`config.mk`:
```
export PLATFORM = sky130hd
export DESIGN_NAME = sburst_sram
export DESIGN_NICKNAME = d
export VERILOG_FILES = /design/src/rtl/sbs_pkg.sv /design/src/rtl/sbs_burst_ctr.sv /design/src/rtl/sbs_cmd.sv /design/src/rtl/sbs_sleep.sv /design/src/rtl/sburst_sram.sv
export SDC_FILE = /design/constraint.sdc
export NUM_CORES = 1
export LEC_CHECK = 0
export BUFFER_PORTS_ARGS = -buffer_cell sky130_fd_sc_hd__buf_2
export CORE_MARGIN = 4
export CORE_UTILIZATION = 55
export CTS_BUF_LIST = sky130_fd_sc_hd__clkbuf_4 sky130_fd_sc_hd__clkbuf_8
export CTS_CLUSTER_DIAMETER = 200
export DETAILED_ROUTE_END_ITERATION = 10
export GPL_TIMING_DRIVEN = 0
export PLACE_DENSITY = 0.73
export SLEW_MARGIN = 20
export SYNTH_ARGS = -nofsm -noshare
export SYNTH_HDL_FRONTEND = slang
export SYNTH_HIERARCHICAL = 1
export SYNTH_SLANG_ARGS = --single-unit
```
`constraint.sdc`:
```
create_clock -name clk -period 4.4 [get_ports clk]
set_clock_uncertainty 0.15 [all_clocks]
set_input_delay 1.32 -clock clk [delete_from_list [all_inputs] [get_ports clk]]
set_output_delay 1.32 -clock clk [all_outputs]
set_load 0.005 [all_outputs]
```
`src/rtl/sbs_pkg.sv`:
```
`timescale 1ns/1ps
// Shared types for the burst memory core.
// Assumes: the burst counter covers the two low address bits only.
package sbs_pkg;
    // Decoded command of one clock edge
    typedef enum logic [1:0] {OP_NOP, OP_DESEL, OP_RD, OP_WR} op_e;

    // Low address bits for burst step `step` from start `base`
    function automatic logic [1:0] burst_lo(input logic [1:0] base,
                                            input logic [1:0] step,
                                            input logic       lin);
        return lin ? (base + step) : (base ^ step);
    endfunction
endpackage

```
`src/rtl/sbs_burst_ctr.sv`:
```
`timescale 1ns/1ps
// Burst address generator. Holds the upper address bits, the two-bit
// start value and a step count. Produces the address that this edge
// accesses. Assumes AW >= 3, and that `step` is high only for edges
// that really access memory.
module sbs_burst_ctr #(
    parameter int AW = 6
) (
    input  logic          clk,
    input  logic          rst_n,
    input  logic          load,
    input  logic          step,
    input  logic          adv,
    input  logic          lin,
    input  logic [AW-1:0] ext_addr,
    output logic [AW-1:0] acc_addr
);
    import sbs_pkg::*;
    localparam int HW = AW - 2;

    logic [HW-1:0] hi_q;
    logic [1:0]    base_q;
    logic [1:0]    cnt_q;
    logic [1:0]    cnt_nx;

    // Step count used by a continue cycle
    always_comb cnt_nx = cnt_q + {1'b0, adv};

    // Address accessed on this edge
    always_comb acc_addr = load ? ext_addr : {hi_q, burst_lo(base_q, cnt_nx, lin)};

    // Load on a start, advance on a continue
    always_ff @(posedge clk) begin
        if (!rst_n) begin
            hi_q   <= '0;
            base_q <= '0;
            cnt_q  <= '0;
        end else if (step) begin
            if (load) begin
                hi_q   <= ext_addr[AW-1:2];
                base_q <= ext_addr[1:0];
                cnt_q  <= '0;
            end else begin
                cnt_q  <= cnt_nx;
            end
        end
    end
endmodule

```
`src/rtl/sbs_cmd.sv`:
```
`timescale 1ns/1ps
// Command decoder. Turns the strobes, enables and write controls of one
// edge into a command, a counter load/advance and per-byte write enables.
// Assumes `asleep` and `in_rec` come from the sleep sequencer.
module sbs_cmd #(
    parameter int NB = 2
) (
    input  logic          strb_p_n,
    input  logic          strb_c_n,
    input  logic          ce1_n,
    input  logic          ce2,
    input  logic          ce3_n,
    input  logic          adv_n,
    input  logic          gwr_n,
    input  logic          bwr_n,
    input  logic [NB-1:0] be_n,
    input  logic          asleep,
    input  logic          in_rec,
    output sbs_pkg::op_e  op,
    output logic          load,
    output logic          adv,
    output logic [NB-1:0] byte_we,
    output logic          drop_wr
);
    import sbs_pkg::*;

    logic p_start;
    logic chip_on;
    logic wr_req;

    // Processor strobe counts only while the first enable is active
    assign p_start = !strb_p_n && !ce1_n;
    assign chip_on = ce2 && !ce1_n && !ce3_n;
    assign wr_req  = !gwr_n || !bwr_n;

    // Decode of the command for this edge
    always_comb begin
        op      = OP_NOP;
        load    = 1'b0;
        adv     = 1'b0;
        drop_wr = 1'b0;
        if (!asleep) begin
            if (p_start) begin
                op   = chip_on ? OP_RD : OP_DESEL;
                load = chip_on;
            end else if (!strb_c_n) begin
                op   = !chip_on ? OP_DESEL : (wr_req ? OP_WR : OP_RD);
                load = chip_on;
            end else begin
                op   = wr_req ? OP_WR : OP_RD;
                adv  = !adv_n;
            end
            if (op == OP_WR && in_rec) begin
                op      = OP_NOP;
                drop_wr = 1'b1;
            end
        end
        byte_we = (op == OP_WR) ? (gwr_n ? ~be_n : '1) : '0;
    end
endmodule

```
`src/rtl/sbs_sleep.sv`:
```
`timescale 1ns/1ps
// Sleep sequencer. Delays the sleep request by two edges and opens a
// recovery window of REC_CYCLES edges once sleep ends. Assumes
// REC_CYCLES >= 1.
module sbs_sleep #(
    parameter int REC_CYCLES = 4
) (
    input  logic clk,
    input  logic rst_n,
    input  logic sleep_req,
    output logic asleep,
    output logic in_rec
);
    localparam int RW = $clog2(REC_CYCLES + 1);

    logic          s1_q;
    logic          s2_q;
    logic [RW-1:0] rec_q;

    // Two-stage delay of the request and the recovery countdown
    always_ff @(posedge clk) begin
        if (!rst_n) begin
            s1_q  <= 1'b0;
            s2_q  <= 1'b0;
            rec_q <= '0;
        end else begin
            s1_q <= sleep_req;
            s2_q <= s1_q;
            if (s2_q && !s1_q)
                rec_q <= RW'(REC_CYCLES);
            else if (rec_q != '0)
                rec_q <= rec_q - RW'(1);
        end
    end

    assign asleep = s2_q;
    assign in_rec = (rec_q != '0);


    wake_rec_chk: assert property (@(posedge clk) disable iff (!rst_n)
        $fell(asleep) |-> in_rec);
endmodule

```
`src/rtl/sburst_sram.sv`:
```
`timescale 1ns/1ps
// Synchronous burst memory core: byte-lane storage, a flow-through or
// pipelined read path, and output turn-off one stage ahead of pipelined
// data. Assumes oe_n and pipe_mode are static around any edge where their
// effect matters; only oe_n acts without a clock edge.
module sburst_sram #(
    parameter int AW         = 6,
    parameter int NB         = 2,
    parameter int BYTE_W     = 8,
    parameter int REC_CYCLES = 4
) (
    input  logic                 clk,
    input  logic                 rst_n,
    input  logic [AW-1:0]        addr,
    input  logic                 ce1_n,
    input  logic                 ce2,
    input  logic                 ce3_n,
    input  logic                 strb_p_n,
    input  logic                 strb_c_n,
    input  logic                 adv_n,
    input  logic                 gwr_n,
    input  logic                 bwr_n,
    input  logic [NB-1:0]        be_n,
    input  logic                 oe_n,
    input  logic                 pipe_mode,
    input  logic                 lin_order,
    input  logic                 sleep_req,
    input  logic [NB*BYTE_W-1:0] din,
    output logic [NB*BYTE_W-1:0] dout,
    output logic                 dout_en,
    output logic                 wr_err
);
    import sbs_pkg::*;
    localparam int DW    = NB * BYTE_W;
    localparam int DEPTH = 1 << AW;

    op_e           op;
    logic          load;
    logic          adv;
    logic          drop_wr;
    logic [NB-1:0] byte_we;
    logic          asleep;
    logic          in_rec;
    logic          step;
    logic [AW-1:0] acc_addr;
    logic [AW-1:0] a1_q;
    logic          rd1_q;
    logic          v2_q;
    logic [DW-1:0] q2_q;
    logic [DW-1:0] rd_word;

    sbs_sleep #(.REC_CYCLES(REC_CYCLES)) u_sleep (
        .clk(clk), .rst_n(rst_n), .sleep_req(sleep_req),
        .asleep(asleep), .in_rec(in_rec)
    );

    sbs_cmd #(.NB(NB)) u_cmd (
        .strb_p_n(strb_p_n), .strb_c_n(strb_c_n), .ce1_n(ce1_n), .ce2(ce2),
        .ce3_n(ce3_n), .adv_n(adv_n), .gwr_n(gwr_n), .bwr_n(bwr_n),
        .be_n(be_n), .asleep(asleep), .in_rec(in_rec), .op(op),
        .load(load), .adv(adv), .byte_we(byte_we), .drop_wr(drop_wr)
    );

    assign step = (op == OP_RD) || (op == OP_WR);

    sbs_burst_ctr #(.AW(AW)) u_ctr (
        .clk(clk), .rst_n(rst_n), .load(load), .step(step), .adv(adv),
        .lin(lin_order), .ext_addr(addr), .acc_addr(acc_addr)
    );

    // One storage array per byte lane
    for (genvar b = 0; b < NB; b++) begin : g_lane
        logic [BYTE_W-1:0] lane_mem [DEPTH];

        // Byte write into this lane
        always_ff @(posedge clk) begin
            if (byte_we[b])
                lane_mem[acc_addr] <= din[b*BYTE_W +: BYTE_W];
        end

        assign rd_word[b*BYTE_W +: BYTE_W] = lane_mem[a1_q];
    end

    // Input stage, output register and dropped-write flag
    always_ff @(posedge clk) begin
        if (!rst_n) begin
            rd1_q  <= 1'b0;
            a1_q   <= '0;
            v2_q   <= 1'b0;
            q2_q   <= '0;
            wr_err <= 1'b0;
        end else begin
            rd1_q  <= (op == OP_RD);
            a1_q   <= acc_addr;
            v2_q   <= rd1_q;
            q2_q   <= rd_word;
            wr_err <= drop_wr;
        end
    end

    // Output select and drive gating
    always_comb begin
        dout    = pipe_mode ? q2_q : rd_word;
        dout_en = !oe_n && !asleep && (pipe_mode ? (v2_q && rd1_q) : rd1_q);
    end


    wr_off_chk: assert property (@(posedge clk) disable iff (!rst_n)
        (op == OP_WR) |=> !dout_en);

    desel_off_chk: assert property (@(posedge clk) disable iff (!rst_n)
        (op == OP_DESEL) |=> !dout_en);

    sleep_no_wr_chk: assert property (@(posedge clk) disable iff (!rst_n)
        asleep |-> (byte_we == '0));

    err_in_rec_chk: assert property (@(posedge clk) disable iff (!rst_n)
        wr_err |-> $past(in_rec));
endmodule

```
# --- Word level (Yosys, flattened, before mapping) ---
# Memories as Yosys holds them, arrays and structs flattened. A register that Yosys moved wholly into a read port is not among the register bits.
# Cells that the tools add are included.
op_classes:
  bitwise: 3
  addsub: 3
  muxes: 30
  n_eq_ne: 3
  n_reduce_logical: 24
op_table:
  columns: ["operator", "n"]
  rows:
  - ["$mux W2", 11]
  - ["$mux W6", 3]
  - ["$mux W16", 1]
  - ["$mux W1", 13]
  - ["$logic_not A1 Y1", 9]
  - ["$logic_and A1 B1 Y1", 8]
  - ["$eq A2 B2 Y1 const B", 3]
  - ["$mux W3", 2]
  - ["$reduce_or A2 Y1", 2]
  - ["$reduce_bool A3 Y1", 1]
  - ["$sub A3 B1 Y3 const B", 1]
  - ["$add A2 B1 Y2", 1]
  - ["$add A2 B2 Y2", 1]
  - ["$logic_or A1 B1 Y1", 2]
  - ["$not A2 Y2", 1]
  - ["$reduce_and A2 Y1", 1]
  - ["$reduce_bool A2 Y1", 1]
  - ["$xor A2 B2 Y2", 1]
  - ["$not A1 Y1", 1]
totals:
  n_memories: 2
  ram_bits: 1024
  ff_bits: 32
  input_bits: 38
  elab_cells: 76
memory_table:
  columns: ["memory", "depth", "width", "read_ports", "rd_ports_with_merged_regs", "write_ports", "line_no", "rtl"]
  rows:
  - ["g_lane[0].lane_mem", 64, 8, 1, 1, 1, "sburst_sram.sv:73", "logic [BYTE_W-1:0] lane_mem [DEPTH];"]
  - ["g_lane[1].lane_mem", 64, 8, 1, 1, 1, "sburst_sram.sv:73", null]

# --- Longest topological paths before layout ---
# Gate-level depths: netlist of the first run.
logic_depth:
  ltp_word: 15
  mapped_depth: 13
  depth_no_buf: 11

# --- Hierarchy ---
# The synthesis of the first run kept the hierarchy.
modules_own_cells:
  columns: ["mod", "area_each_um2", "cells_each", "seq_area_each_um2", "instances"]
  rows:
  - ["sburst_sram", 40666.5, 1895, 31250.0, 1]
  - ["sbs_burst_ctr", 454.2, 48, 160.2, 1]
  - ["sbs_sleep", 225.2, 22, 100.1, 1]
  - ["sbs_cmd", 105.1, 16, 0.0, 1]

# --- Least setup slack after synthesis of the first run ---
# No wires, ideal clock.
synth_timing:
  kind: "input to register"
  start: "in ce1_n"
  end: "mem g_lane[1].lane_mem[41][0] (enable)"
  required_time_ns: 3.879
  path_stages: 13
  n_path_buf: 2
  setup_slack_ns: -0.321
  t_arrival_ns: 4.200
  path_cell_list: "o21ai_0 -> nor3_1 -> ha_1 -> ha_1 -> nand2_1 -> xnor3_1 -> mux2_2 -> clkbuf_1 -> or3b_2 -> clkbuf_1 -> inv_1 -> nand2_1 -> nor2_1"
synth_via:
  elab_cells_between_ends: 27
synth_lines:
  columns: ["item", "line_no", "rtl"]
  rows:
  - ["start: declaration", "sburst_sram.sv:15", "input logic ce1_n,"]
  - ["$logic_not A1 Y1 (*)", "sbs_cmd.sv:32", "assign p_start = !strb_p_n && !ce1_n;"]
  - ["$logic_and A1 B1 Y1 (*)", "sbs_cmd.sv:32", null]
  - ["$mux W1 (*)", "sbs_cmd.sv:43", "if (p_start) begin"]
  - ["$mux W1 (*)", "sbs_cmd.sv:42", "if (!asleep) begin"]
  - ["named net adv", "sburst_sram.sv:39", "logic adv;"]
  - ["$add A2 B1 Y2 (*)", "sbs_burst_ctr.sv:27", "always_comb cnt_nx = cnt_q + {1'b0, adv};"]
  - ["$add A2 B2 Y2 / $xor A2 B2 Y2 (equally long branches)", "sbs_pkg.sv:12", "return lin ? (base + step) : (base ^ step);"]
  - ["$mux W2 (*)", "sbs_pkg.sv:12", null]
  - ["$mux W6 (*)", "sbs_burst_ctr.sv:30", "always_comb acc_addr = load ? ext_addr : {hi_q, burst_lo(base_q, cnt_nx, lin)};"]
  - ["named net acc_addr[1]", "sburst_sram.sv:45", "logic [AW-1:0] acc_addr;"]
  - ["end: declaration", "sburst_sram.sv:73", null]
# Mark *: on every way through the listed nets, which the timed path passes. The rest lies on a longest branch. The select of a mux whose other input is x is not followed.

==> run metrics, run 1 <==
Synth Flop Type=edfxtp_1; logic depth of the worst path, buffers included=9; mapped cell area=0.0415 mm²; CTS tree=yes; Flop pwr share=0.542; Initial Util=0.556; vias in the first global route=21257; Worst-Skew Late Latency=0.81 ns; Yosys top cell area share=0.742; Largest stage delay, worst path=0.57 ns; clock root cell=clkbuf_8; switch share=0.218; clock tree sinks=1062; count leader, synth=edfxtp_1; aggregate global routing overflow=0; CP max FO=9; clock period minus worst slack=4.99 ns; clock share of power=0.403; CP dominant cell by count=buf_12; max_cap viols=0; global-route wire length before repair=142000 µm; type of origin of the critical path=flip-flop; Post-Synth Simple-Gate Area=0.0289; DP HPWL=62600 µm; layout cells sized above 1=0.370; post-synthesis cell type count=47; Reg2Reg Depth=10; number of synthesized flops with an enable pin=1024; worst-case clock buffer depth=3; failing checks=negative setup slack; synthesized area per cell=20.9 µm²; post-detailed-route wirelength per cell=29.3 µm; Pre-Repair DR Iteration Count=7; initial antenna violation count=2; asr flop ratio synth=0; Post-CTS Hold Fix Bufs=0; Compound-Gate Fraction of Synth Area=0.0196; core area=0.0746 mm²; Arr. time, crit path=3.52 ns; Global Route Usage Sum=0.249; fin. max-slew vios=0; CP max stage cell=mux4_2; syn nets=2024; delay-heaviest family, CP=multiplexers; Die W=283 µm; FMAX=0.200 GHz; CTS H-tree depth=4; nets=2272; largest family of logic cells by synthesized area=multiplexers; class of the worst hold path=reg -> reg; worst path bufs/invs=4; leakage=14.8 nW; Finished Core Util=0.643; pwr dens=430 mW/mm²; WL final=97800 µm; vias per std cell=6.25; CTS buffer count=164; die area=0.0798 mm²; Hold Fails Final Rpt=0; P_sw=0.00450 W; num rows=100; I/O pin count=56; Yosys top cell by area=edfxtp_1; multiplexer area fraction after synthesis=0.172; register area share after synthesis=0.760; Layout area overhead=15.6%; yosys warns=6; dpl ws=-1.33 ns; Worst setup EP type=output pin; # setup viols final=16; outcome=complete, but fails checks; largest cells by area after synthesis=edfxtp_1 74%, mux4_2 14%, mux2i_1 2.7%; hold depth=1; critical path type=reg -> out; initial drt markers=2418; via count=20831; Detail Route Antenna Nets=0; Cells after Synth=1981; Synth top cells by count=1024 x edfxtp_1, 256 x mux4_2, 149 x nor2_1; required time worst endpoint=2.93 ns; worst vdd ir=246 µV; Gate power share=0.056; largest net degree at the start of global routing=65; fin crit share=1.13; PortBufs=55; Max-Slew Margin vs Limit=0.318; RSZ-0062 raised after global routing=yes; routability congestion estimate=0.981; CP cell instances=buf_12, buf_12, buf_12, mux4_2, mux4_2, mux2i_4, a32o_2, o21ai_2, buf_2; layout filler cell count=4832; Synth Area in Adders=0.00151; flops & latches, synth=1062; Clock transition at path regs=0.07 ns; DRC violations left=0; worst slew pin tran=1.02 ns; Final WS setup=-0.592 ns; Die Y=283 µm; Int Power=0.0161 W; post-synthesis xor/xnor area fraction=0.000966
final cells by class:
cell class	count	area (µm²)	share of cell area
antenna	2	5.00	0.000104
buffer	108	945	0.0197
clock buffer	232	2840	0.0593
clock inverter	69	495	0.0103
inverter	19	71.3	0.00149
multi-input combinational	789	10200	0.212
sequential	1062	31500	0.657
tap	969	1210	0.0253
timing repair buffer	85	689	0.0144
power by group through the flow:
stage	clock network, W	registers [W]	logic (W)
finish	0.00829	0.0112	0.00115
global route	0.00890	0.0111	0.00121
CTS	0.00839	0.0112	0.00112
detailed placement	0	0.0114	0.00104
global placement	0	0.0114	0.00100
floorplan	0	0.0114	0.000577
sequential cells by signal (all words and copies together), names as in the netlist, named ones only:
name and flops:
v2_q 1, u_sleep/asleep 1, rd1_q 1, u_ctr/cnt_q 2, q2_q 16, wr_err 1
g_lane.lane_mem 1024, u_ctr/base_q 2, u_sleep/s1_q 1, u_ctr/hi_q 4, u_sleep/rec_q 3
worst register-to-register path: cells and delay by family (launching register included):
family / cells / cell delay, ns
adder cells (fa/ha/maj): 2 / 0.42
buffers and inverters: 4 / 0.95
flip-flops: 1 / 0.33
AND/OR/NAND/NOR: 4 / 1.99
metal layers:
layer,vias up,global-route usage,wire length [µm]
met1,10815,0.342,37500
met2,1113,0.401,48000
met3,231,0.0479,8130
met4,0,0.101,4170
met5,-,0,0
li1,8672,-,-
per-stage QoR:
step	cell area [µm²]	instances	total power (W)	setup TNS [ns]	hold WS [ns]
final	47900	3335	0.0206	-8.63	0.300
after global routing	47900	3335	0.0213	-13.24	0.310
after CTS	47600	3322	0.0207	-10.20	0.305
after detailed placement	43300	3006	0.0124	-889.80	0.286
after global placement	43300	3005	0.0124	-802.78	0.280
after floorplan	41800	1981	0.0119	-0.377	0.270
layout by cell type, fill, tap and decap left out, types with 26 or more instances in the layout:
| master | instances |
|---|---|
| buf_2 | 53 |
| nand2_1 | 68 |
| clkbuf_4 | 61 |
| nor2_1 | 58 |
| clkbuf_8 | 184 |
| clkbuf_1 | 26 |
| nor2_2 | 44 |
| mux2i_1 | 87 |
| nor2_4 | 47 |
| clkinv_1 | 38 |
| dfxtp_1 | 37 |
| mux4_2 | 256 |
| buf_4 | 46 |
| edfxtp_1 | 1024 |
worst paths after layout:
path                         start                  endpoint  slack [ns]
hold reg to reg       u_sleep/s1_q            u_sleep/asleep        0.30
setup / recovery         flip-flop                  dout[13]       -0.59
hold / removal        u_sleep/s1_q            u_sleep/asleep        0.30
setup reg to reg  u_sleep/rec_q[0]  g_lane[0].lane_mem[8][4]        0.18
timing repair:
item	4_1_cts	5_1_grt
cloned	1	3
hold endpoints to repair	0	0
pin swaps	11	16
endpoints found under the setup margin	533	417
resized for setup	196	49
buffers inserted	16	9
cells by family after synthesis:
| logic type | after synthesis |
|---|---|
| buf+inv | 130 |
| mux | 391 |
| flops | 1062 |
| fa+ha+maj | 5 |
| xor+xnor | 3 |
| compound gates | 113 |
| simple gates | 277 |
Power figures use the tool's default switching activity.
==> run 2: changes to the inputs <==
Settings changed: CORE_ASPECT_RATIO set to 0.6, CORE_UTILIZATION 55 to 59, PLACE_DENSITY 0.73 to 0.77.
==> run metrics, run 2 (synthesized netlist as in run 1, its figures left out) <==
worst path bufs/invs=4; routability congestion estimate=0.970; clock root cell=clkbuf_8; CTS tree=yes; DRC violations left=0; Global Route Usage Sum=0.294; worst vdd ir=286 µV; fin. max-slew vios=0; WL final=108000 µm; Arr. time, crit path=3.54 ns; Die Y=213 µm; CP cell instances=buf_12, buf_12, buf_12, mux4_2, mux4_2, mux2i_4, a32o_2, o21ai_1, buf_2; die area=0.0747 mm²; commonest non-fill, non-tap cell in the layout=edfxtp_1; Finished Layout Cells=3243; class of the worst hold path=reg -> reg; CP dominant cell by count=buf_12; met2 wire length=43600 µm; vias per std cell=6.76; Hold Fails Final Rpt=0; Pre-Repair DR Iteration Count=6; Layout area overhead=15.6%; Detail Route Antenna Nets=0; clock tree sinks=1062; WL met1=42400 µm; aggregate global routing overflow=0; failing checks=negative setup slack; WL met3=19700 µm; outcome=complete, but fails checks; Top reg by flops=g_lane.lane_mem; cell area after layout=0.0479 mm²; fin crit share=1.14; largest net degree at the start of global routing=65; I/O pin count=56; num rows=74; CTS buffer count=146; post-detailed-route wirelength per cell=33.4 µm; clock period minus worst slack=5.01 ns; via count=21934; delay-heaviest family, CP=multiplexers; CP max stage cell=mux4_2; biggest regs=g_lane.lane_mem x1024, q2_q x16, u_ctr/hi_q x4; Worst setup EP type=output pin; global-route wire length before repair=153000 µm; max_cap viols=0; core area=0.0688 mm²; Final WS setup=-0.612 ns; CTS H-tree depth=4; layout cells sized above 1=0.390; layout filler cell count=3962; FMAX=0.200 GHz; required time worst endpoint=2.93 ns; Initial Util=0.603; leakage=14.6 nW; Placement Cell Area=0.0433 mm²; Max Used Layer=met4; initial drt markers=3750; # setup viols final=16; worst-case clock buffer depth=3; most frequent cells in the layout=1024 x edfxtp_1, 256 x mux4_2, 163 x clkbuf_8, 79 x mux2i_1, 68 x nor2_4; max reg flops=1024; initial antenna violation count=1; pwr dens=413 mW/mm²; Largest stage delay, worst path=0.62 ns; PortBufs=55; RSZ-0062 raised after global routing=yes; critical path type=reg -> out; vias in the first global route=21340; Worst-Skew Late Latency=0.79 ns; Post-CTS Hold Fix Bufs=0; CP max FO=6; nets=2275; Finished Core Util=0.696; DP HPWL=68500 µm; worst slew pin tran=1.01 ns; Clock transition at path regs=0.07 ns; Die W=350 µm; type of origin of the critical path=flip-flop; Cells after DPL=2950; Max-Slew Margin vs Limit=0.328
run 2: changes by cell type in the layout (fill, tap and decap cells not counted), sizes merged:
cell and change:
clkbuf -40, clkinvlp +2, bufinv -5, clkinv -15
diode -1, buf +24
run 2: power by group:
group	switching (W)	total, W	internal [W]
clock	0.00366	0.00731	0.00366
combinational	0.000843	0.00130	0.000458
sequential	0.0000196	0.0111	0.0111
run 2: layout make-up:
cell class                 count  area, µm²  share of cell area
tap                          912       1140              0.0238
buffer                       107        965              0.0201
clock inverter                51        284             0.00593
timing repair buffer         107        967              0.0202
clock buffer                 195       2440              0.0509
antenna                        1       2.50           0.0000522
inverter                      19       71.3             0.00149
sequential                  1062      31500               0.658
multi-input combinational    789      10500               0.220
run 2: routing by layer:
metal | track usage | vias up
met5 | 0 | -
met4 | 0.0649 | 0
met3 | 0.128 | 185
met2 | 0.378 | 1751
met1 | 0.469 | 11335
li1 | - | 8663
run 2: stage by stage:
stage,worst slack (ns),power (W),hold WS [ns],setup TNS [ns]
3_3_place_gp,-1.69,0.0124,0.284,-976.62
5_1_grt,-0.642,0.0203,0.337,-9.77
4_1_cts,-0.582,0.0197,0.305,-11.32
6_report,-0.612,0.0198,0.308,-8.74
3_5_place_dp,-1.60,0.0125,0.288,-1058.75
2_1_floorplan,-0.0106,0.0119,0.270,-0.377
run 2: what timing repair did:
| action | 4_1_cts | 5_1_grt |
|---|---|---|
| hold endpoints to repair | 0 | 0 |
| endpoints found under the setup margin | 817 | 762 |
| pin swaps | 25 | 21 |
| setup buffers | 29 | 17 |
| resized for setup | 278 | 73 |
| cloned | 5 | 0 |
run 2: worst paths after layout:
check,slack (ns),end,cells past startpoint,startpoint
worst max-delay path,-0.61,dout[6],9,flip-flop
worst min-delay path,0.31,u_sleep/asleep,1,u_sleep/s1_q
worst max register to register,0.17,g_lane[0].lane_mem[12][7],10,u_sleep/rec_q[0]
worst min register to register,0.31,u_sleep/asleep,1,u_sleep/s1_q
run 2: worst register-to-register path, delay by kind of cell (launching register included):
family	cells	cell delay, ns
and+or+nand+nor	4	1.95
adders and majority gates	2	0.43
DFF	1	0.32
buffers and inverters	4	0.99
